`config.mk`:
```
export PLATFORM = sky130hd
export DESIGN_NAME = uart_irq_ctrl
export DESIGN_NICKNAME = d
export VERILOG_FILES = /design/src/rtl/uart_irq_pkg.sv /design/src/rtl/uart_irq_decode.sv /design/src/rtl/uart_irq_bank.sv /design/src/rtl/uart_irq_gate.sv /design/src/rtl/uart_irq_ctrl.sv
export SDC_FILE = /design/constraint.sdc
export NUM_CORES = 1
export LEC_CHECK = 0
export ABC_AREA = 1
export BUFFER_PORTS_ARGS = -buffer_cell sky130_fd_sc_hd__buf_2
export CAP_MARGIN = 30
export CELL_PAD_IN_SITES_DETAIL_PLACEMENT = 0
export CELL_PAD_IN_SITES_GLOBAL_PLACEMENT = 2
export CORE_MARGIN = 8
export CORE_UTILIZATION = 14
export DETAILED_ROUTE_END_ITERATION = 10
export PLACE_DENSITY = 0.77
export REMOVE_ABC_BUFFERS = 1
export SYNTH_ARGS = -nofsm -noshare
export SYNTH_HDL_FRONTEND = slang
export SYNTH_SLANG_ARGS = --single-unit
```
`constraint.sdc`:
```
create_clock -name clk -period 0.95 [get_ports clk]
set_input_delay 0.0475 -clock clk [delete_from_list [all_inputs] [get_ports clk]]
set_output_delay 0.0475 -clock clk [all_outputs]
set_load 0.01 [all_outputs]
```
`src/rtl/uart_irq_pkg.sv`:
```
// Package: uart_irq_pkg
// Shared sizes, register offsets and source numbering for the serial port
// interrupt controller. Assumes byte addressing with word-aligned registers.
package uart_irq_pkg;

    parameter int NUM_SRC = 4;
    parameter int ADDR_W  = 10;
    parameter int DATA_W  = 32;

    // Byte offsets of the register locations
    localparam logic [ADDR_W-1:0] OFS_STATE  = ADDR_W'(0);
    localparam logic [ADDR_W-1:0] OFS_ENABLE = ADDR_W'(4);
    localparam logic [ADDR_W-1:0] OFS_TEST   = ADDR_W'(8);

    // Bit position of each source
    typedef enum int {
        SRC_TX_WMARK = 0,
        SRC_RX_WMARK = 1,
        SRC_TX_EMPTY = 2,
        SRC_RX_OVF   = 3
    } irq_src_e;

    // Decoded write actions for one cycle
    typedef struct packed {
        logic clr_state;
        logic set_state;
        logic load_enable;
    } reg_wr_t;

endpackage

```
`src/rtl/uart_irq_decode.sv`:
```
// Module: uart_irq_decode
// Decodes the register port into per-register write actions and builds the
// read data. Assumes one access per cycle and full address compare.
module uart_irq_decode
    import uart_irq_pkg::*;
#(
    parameter int N  = NUM_SRC,
    parameter int AW = ADDR_W,
    parameter int DW = DATA_W
) (
    input  logic [AW-1:0] reg_addr,
    input  logic          reg_wr,
    input  logic [N-1:0]  state_q,
    input  logic [N-1:0]  en_q,
    output reg_wr_t       wr_act,
    output logic [DW-1:0] reg_rdata
);

    localparam logic [AW-1:0] A_STATE  = AW'(OFS_STATE);
    localparam logic [AW-1:0] A_ENABLE = AW'(OFS_ENABLE);
    localparam logic [AW-1:0] A_TEST   = AW'(OFS_TEST);

    // Write decode: one action at most per cycle
    always_comb begin
        wr_act             = '0;
        wr_act.clr_state   = reg_wr && (reg_addr == A_STATE);
        wr_act.load_enable = reg_wr && (reg_addr == A_ENABLE);
        wr_act.set_state   = reg_wr && (reg_addr == A_TEST);
    end

    // Read mux: test and unmapped locations read as zero
    always_comb begin
        reg_rdata = '0;
        if (reg_addr == A_STATE) begin
            reg_rdata[N-1:0] = state_q;
        end else if (reg_addr == A_ENABLE) begin
            reg_rdata[N-1:0] = en_q;
        end
    end

endmodule

```
`src/rtl/uart_irq_bank.sv`:
```
// Module: uart_irq_bank
// Holds the sticky state bits and the enable mask. It exposes both the
// registered and the next values, so the output gate can register the
// same edge. Assumes event pulses are synchronous to clk.
module uart_irq_bank
    import uart_irq_pkg::*;
#(
    parameter int N = NUM_SRC
) (
    input  logic         clk,
    input  logic         rst_n,
    input  reg_wr_t      wr_act,
    input  logic [N-1:0] wbits,
    input  logic [N-1:0] evt_i,
    output logic [N-1:0] state_q,
    output logic [N-1:0] state_d,
    output logic [N-1:0] en_q,
    output logic [N-1:0] en_d
);

    genvar g;
    generate
        for (g = 0; g < N; g++) begin : g_bit
            // Next value of one sticky bit: an event overrides a clear
            always_comb begin
                state_d[g] = state_q[g];
                if (wr_act.clr_state && wbits[g]) state_d[g] = 1'b0;
                if (wr_act.set_state && wbits[g]) state_d[g] = 1'b1;
                if (evt_i[g])                     state_d[g] = 1'b1;
            end

            // Sticky bit storage
            always_ff @(posedge clk) begin
                if (!rst_n) state_q[g] <= 1'b0;
                else        state_q[g] <= state_d[g];
            end
        end
    endgenerate

    // Next enable mask: whole-mask replacement on write
    always_comb begin
        en_d = wr_act.load_enable ? wbits : en_q;
    end

    // Enable mask storage
    always_ff @(posedge clk) begin
        if (!rst_n) en_q <= '0;
        else        en_q <= en_d;
    end

endmodule

```
`src/rtl/uart_irq_gate.sv`:
```
// Module: uart_irq_gate
// Registers the AND of state and enable onto the interrupt lines. It takes
// the next values, so each line moves on the edge that captures its cause.
module uart_irq_gate
    import uart_irq_pkg::*;
#(
    parameter int N = NUM_SRC
) (
    input  logic         clk,
    input  logic         rst_n,
    input  logic [N-1:0] state_d,
    input  logic [N-1:0] en_d,
    output logic [N-1:0] irq_o
);

    genvar g;
    generate
        for (g = 0; g < N; g++) begin : g_line
            // One registered interrupt line
            always_ff @(posedge clk) begin
                if (!rst_n) irq_o[g] <= 1'b0;
                else        irq_o[g] <= state_d[g] & en_d[g];
            end
        end
    endgenerate

endmodule

```
`src/rtl/uart_irq_ctrl.sv`:
```
// Module: uart_irq_ctrl
// Top level of the serial port interrupt controller: register decode,
// state and enable bank, and registered output gating. Assumes a
// single-cycle register port without wait states.
module uart_irq_ctrl
    import uart_irq_pkg::*;
#(
    parameter int N  = NUM_SRC,
    parameter int AW = ADDR_W,
    parameter int DW = DATA_W
) (
    input  logic          clk,
    input  logic          rst_n,
    input  logic [AW-1:0] reg_addr,
    input  logic          reg_wr,
    input  logic [DW-1:0] reg_wdata,
    output logic [DW-1:0] reg_rdata,
    input  logic [N-1:0]  evt_i,
    output logic [N-1:0]  irq_o
);

    reg_wr_t      wr_act;
    logic [N-1:0] state_q;
    logic [N-1:0] state_d;
    logic [N-1:0] en_q;
    logic [N-1:0] en_d;
    logic [N-1:0] wbits;
    logic         unused_wdata_hi;

    // Only the low source bits of write data are meaningful
    assign wbits           = reg_wdata[N-1:0];
    assign unused_wdata_hi = ^reg_wdata[DW-1:N];

    uart_irq_decode #(.N(N), .AW(AW), .DW(DW)) u_dec (
        .reg_addr  (reg_addr),
        .reg_wr    (reg_wr),
        .state_q   (state_q),
        .en_q      (en_q),
        .wr_act    (wr_act),
        .reg_rdata (reg_rdata)
    );

    uart_irq_bank #(.N(N)) u_bank (
        .clk     (clk),
        .rst_n   (rst_n),
        .wr_act  (wr_act),
        .wbits   (wbits),
        .evt_i   (evt_i),
        .state_q (state_q),
        .state_d (state_d),
        .en_q    (en_q),
        .en_d    (en_d)
    );

    uart_irq_gate #(.N(N)) u_gate (
        .clk     (clk),
        .rst_n   (rst_n),
        .state_d (state_d),
        .en_d    (en_d),
        .irq_o   (irq_o)
    );

endmodule


```
==> flow_summary_export.csv <==
group,metric,value,unit
detailed_routing,drt_iter0_drc,27,
critical_path,cp-endpoint,"reg_rdata[3]",
synth,syn_area_per_cell,7.00,um^2
timing,tns,-0.188,ns
placement,hpwl,1960,um
critical_path,ff2ff_path_depth,4,
timing,finalHoldViolCount,0,
floorplanning,fp.dieArea,8560,um^2
critical_path,arrival,0.97,ns
cells_and_area,area.sequential,241,um^2
timing,min_period,1.01,ns
pwr,p_seq_frac,0.406,
cells_and_area,nets,205,
timing,slew_violations,0,
cells_and_area,area_delta_synth_final,50.5,%
synth,synth_cell_type_count,17,
pwr,intPower,0.959,mW
cts,path_clk_slew,0.05,ns
placement,place_congestion,0.751,
grt,grt_use_met1,0.0621,
cts,numCtsBuffers,3,
cts,worstSkewPairLatency,0.24,ns
pwr,clkPwrFrac,0.429,
cells_and_area,multi_input_area,495,um^2
critical_path,crit_chain,"buf_6, nor2_4, nand2_2, nor2_4, nand2_4, buf_6, o21ai_2, buf_2",
grt,top_usage_layer,"met2",
placement,pre_cts_ws,-0.276,ns
job,cap_violations,0,
cells_and_area,n_antenna_cell,0,
synth,synth_area,820,um^2
cts,clockBufferDepth,2,
detailed_routing,via_per_inst,3.46,
floorplanning,rows,28,
pwr,sw_frac_of_total,0.259,
cts,htree_levels,1,
grt,grtUsageMet3,0.0299,
cells_and_area,drive_gt1_frac,0.406,
pwr,power_frac_comb,0.165,
timing,rsz0062_at_grt,"true",
critical_path,crit_path_start,"reg_addr[1]",
floorplanning,start_util,0.142,
placement,port_buffers,28,
critical_path,critPathBufInv,3,
grt,grt_antenna_before_repair,0,
timing,whs,0.107,ns
detailed_routing,firstDrtPassIters,4,
critical_path,setup.worst_path.class,"in -> out",
grt,grt_max_degree,10,
critical_path,timing.rr.start,"u_bank.en_q[0]",
cells_and_area,nFillCells,691,
pwr,leakage,0.630,nW
grt,globalRouteTotalUtil,0.0554,
critical_path,path_max_fanout,3,
critical_path,slowest_stage,"nor2_4",
timing,setup_ws,-0.0647,ns
floorplanning,die_y,92.5,um
worst_hold_path,worstHoldStart,"rst_n",
cts,cts_tree,"built",
pwr,total_power,1.30,mW
critical_path,rrSetupSlack,0.26,ns
pwr,power_switching,0.336,mW
grt,grt_first_pass_wirelength,3780,um
status,outcome,"complete, but fails checks",
critical_path,path_delay_family,"simple AND/OR/NAND/NOR gates",
synth,syn_inst,117,
cts,clkSinkCount,12,
critical_path,cp-start-kind,"primary input",
timing,fin_worst_skew,0.00200,ns
detailed_routing,dr_total_vias,796,
worst_hold_path,hold_class,"in -> reg",
timing,setup_violations,4,
detailed_routing,wl_per_cell,10.7,um
timing,post-route-period-util,1.07,
grt,use_met2,0.0924,
cts,cts_root_buf,"clkbuf_8",
synth,yosysWarningCount,0,
critical_path,endpoint_kind,"primary output",
synth,synth-seq-cells,12,
pwr,vdd_drop_max,0.000397,V
timing,fmaxAchievable,986,MHz
critical_path,required,0.90,ns
detailed_routing,antenna_left,0,
detailed_routing,drt_wl_total,2450,um
critical_path,r2r_end,"u_gate.irq_o[0]",
grt,grt_pass1_vias,827,
placement,dp.cells,223,
floorplanning,ios,85,
floorplanning,die_w,92.5,um
synth,synth-seq-area-share,0.293,
grt,grt_overflow,0,
pwr,p_per_area,1050,nW/um^2
status,failed_checks,"negative setup slack",
critical_path,max_stage_delay,0.18,ns
cells_and_area,fin_cells,230,
detailed_routing,drc,0,
floorplanning,core_area,5780,um^2
critical_path,cp_num_cells,8,
[placed cells by master (no fill, tap or decap), types with 3 or more instances in the layout]
cell,netlist,routed
nand3_2,1,5
buf_6,1,10
buf_2,1,22
nand3_1,12,7
nor2_1,14,10
clkbuf_8,0,4
nor2_4,1,5
inv_1,18,18
nand2_1,11,7
dfxtp_1,12,11
conb_1,1,28
a21oi_2,1,3
nand4_1,7,7
nand2_2,0,3
buf_4,28,3
[synthesized netlist by cell type]
cell type,instances,area (um^2)
o21ai_0,4,20.0
nand2_1,11,41.3
nand3_2,1,10.0
conb_1,1,3.75
nor2_1,14,52.6
nor2_4,1,11.3
buf_6,1,11.3
a21oi_2,1,8.76
nand4_1,7,43.8
dfxtp_1,12,240
inv_1,18,67.6
nand3_1,12,60.1
buf_2,1,5.00
and3_1,1,6.26
a21oi_1,3,15.0
buf_4,28,210
nand4_2,1,12.5
[kinds of logic after synthesis]
group                  Yosys count  synth area share
AO/OA/AOI/OAI                    8            0.0534
flip-flops                      12             0.293
AND/OR/NAND/NOR                 48             0.290
other                            1           0.00458
buffers and inverters           48             0.359
[worst register-to-register path, delay by kind of cell (launching register included)]
family / cells / cell delay (ns)
flip-flops: 1 / 0.29
buffers and inverters: 1 / 0.10
AND/OR/NAND/NOR: 3 / 0.19
[sequential cells by signal, summed over array words and instances (netlist names)]
| register | cells |
|---|---|
| u_bank.en_q | 4 |
| u_gate.irq_o | 4 |
| u_bank.state_q | 4 |
[worst min-delay path by stage]
stage	endpoint	cells after the start	slack, ns
after global placement	u_gate.irq_o[1]	5	0.36
after detailed placement	u_gate.irq_o[3]	5	0.36
after floorplan	u_bank.en_q[0]	2	0.20
after CTS	u_bank.state_q[1]	5	0.11
final	u_bank.en_q[1]	3	0.11
after global routing	u_bank.en_q[1]	3	0.14
[final cells by class]
type,count,share of cell area
Clock buffer,4,0.0446
Inverter,18,0.0548
Multi-Input combinational cell,84,0.402
Sequential cell,12,0.196
Tap cell,75,0.0761
Timing Repair Buffer,37,0.227
[metal layers]
metal / part of all wire / vias to the layer above
li1: - / 390
met1: 0.41 / 370
met2: 0.50 / 34
met3: 0.081 / 2
met4: 0.0053 / 0
met5: 0 / -
[through the flow]
step | util | instance area (um^2)
floorplan | - | 694
global placement | 0.171 | 986
detailed placement | 0.171 | 986
CTS | 0.195 | 1130
global route | 0.213 | 1230
finish | 0.213 | 1230
[timing repair]
| item | in CTS | in global routing |
|---|---|---|
| pin swaps | 7 | 11 |
| gates resized for setup | 19 | 23 |
| endpoints found under the setup margin | 4 | 14 |
| hold buffers | 0 | 0 |
| buffers inserted | 2 | 1 |
[power by group through the flow]
stage	sequential (mW)	clock, mW	combinational, mW
detailed placement	0.533	0	0.169
global placement	0.534	0	0.168
finish	0.526	0.555	0.214
global route	0.527	0.593	0.238
floorplan	0.532	0	0.0913
CTS	0.524	0.569	0.186
(Power assumes the default switching activity.)
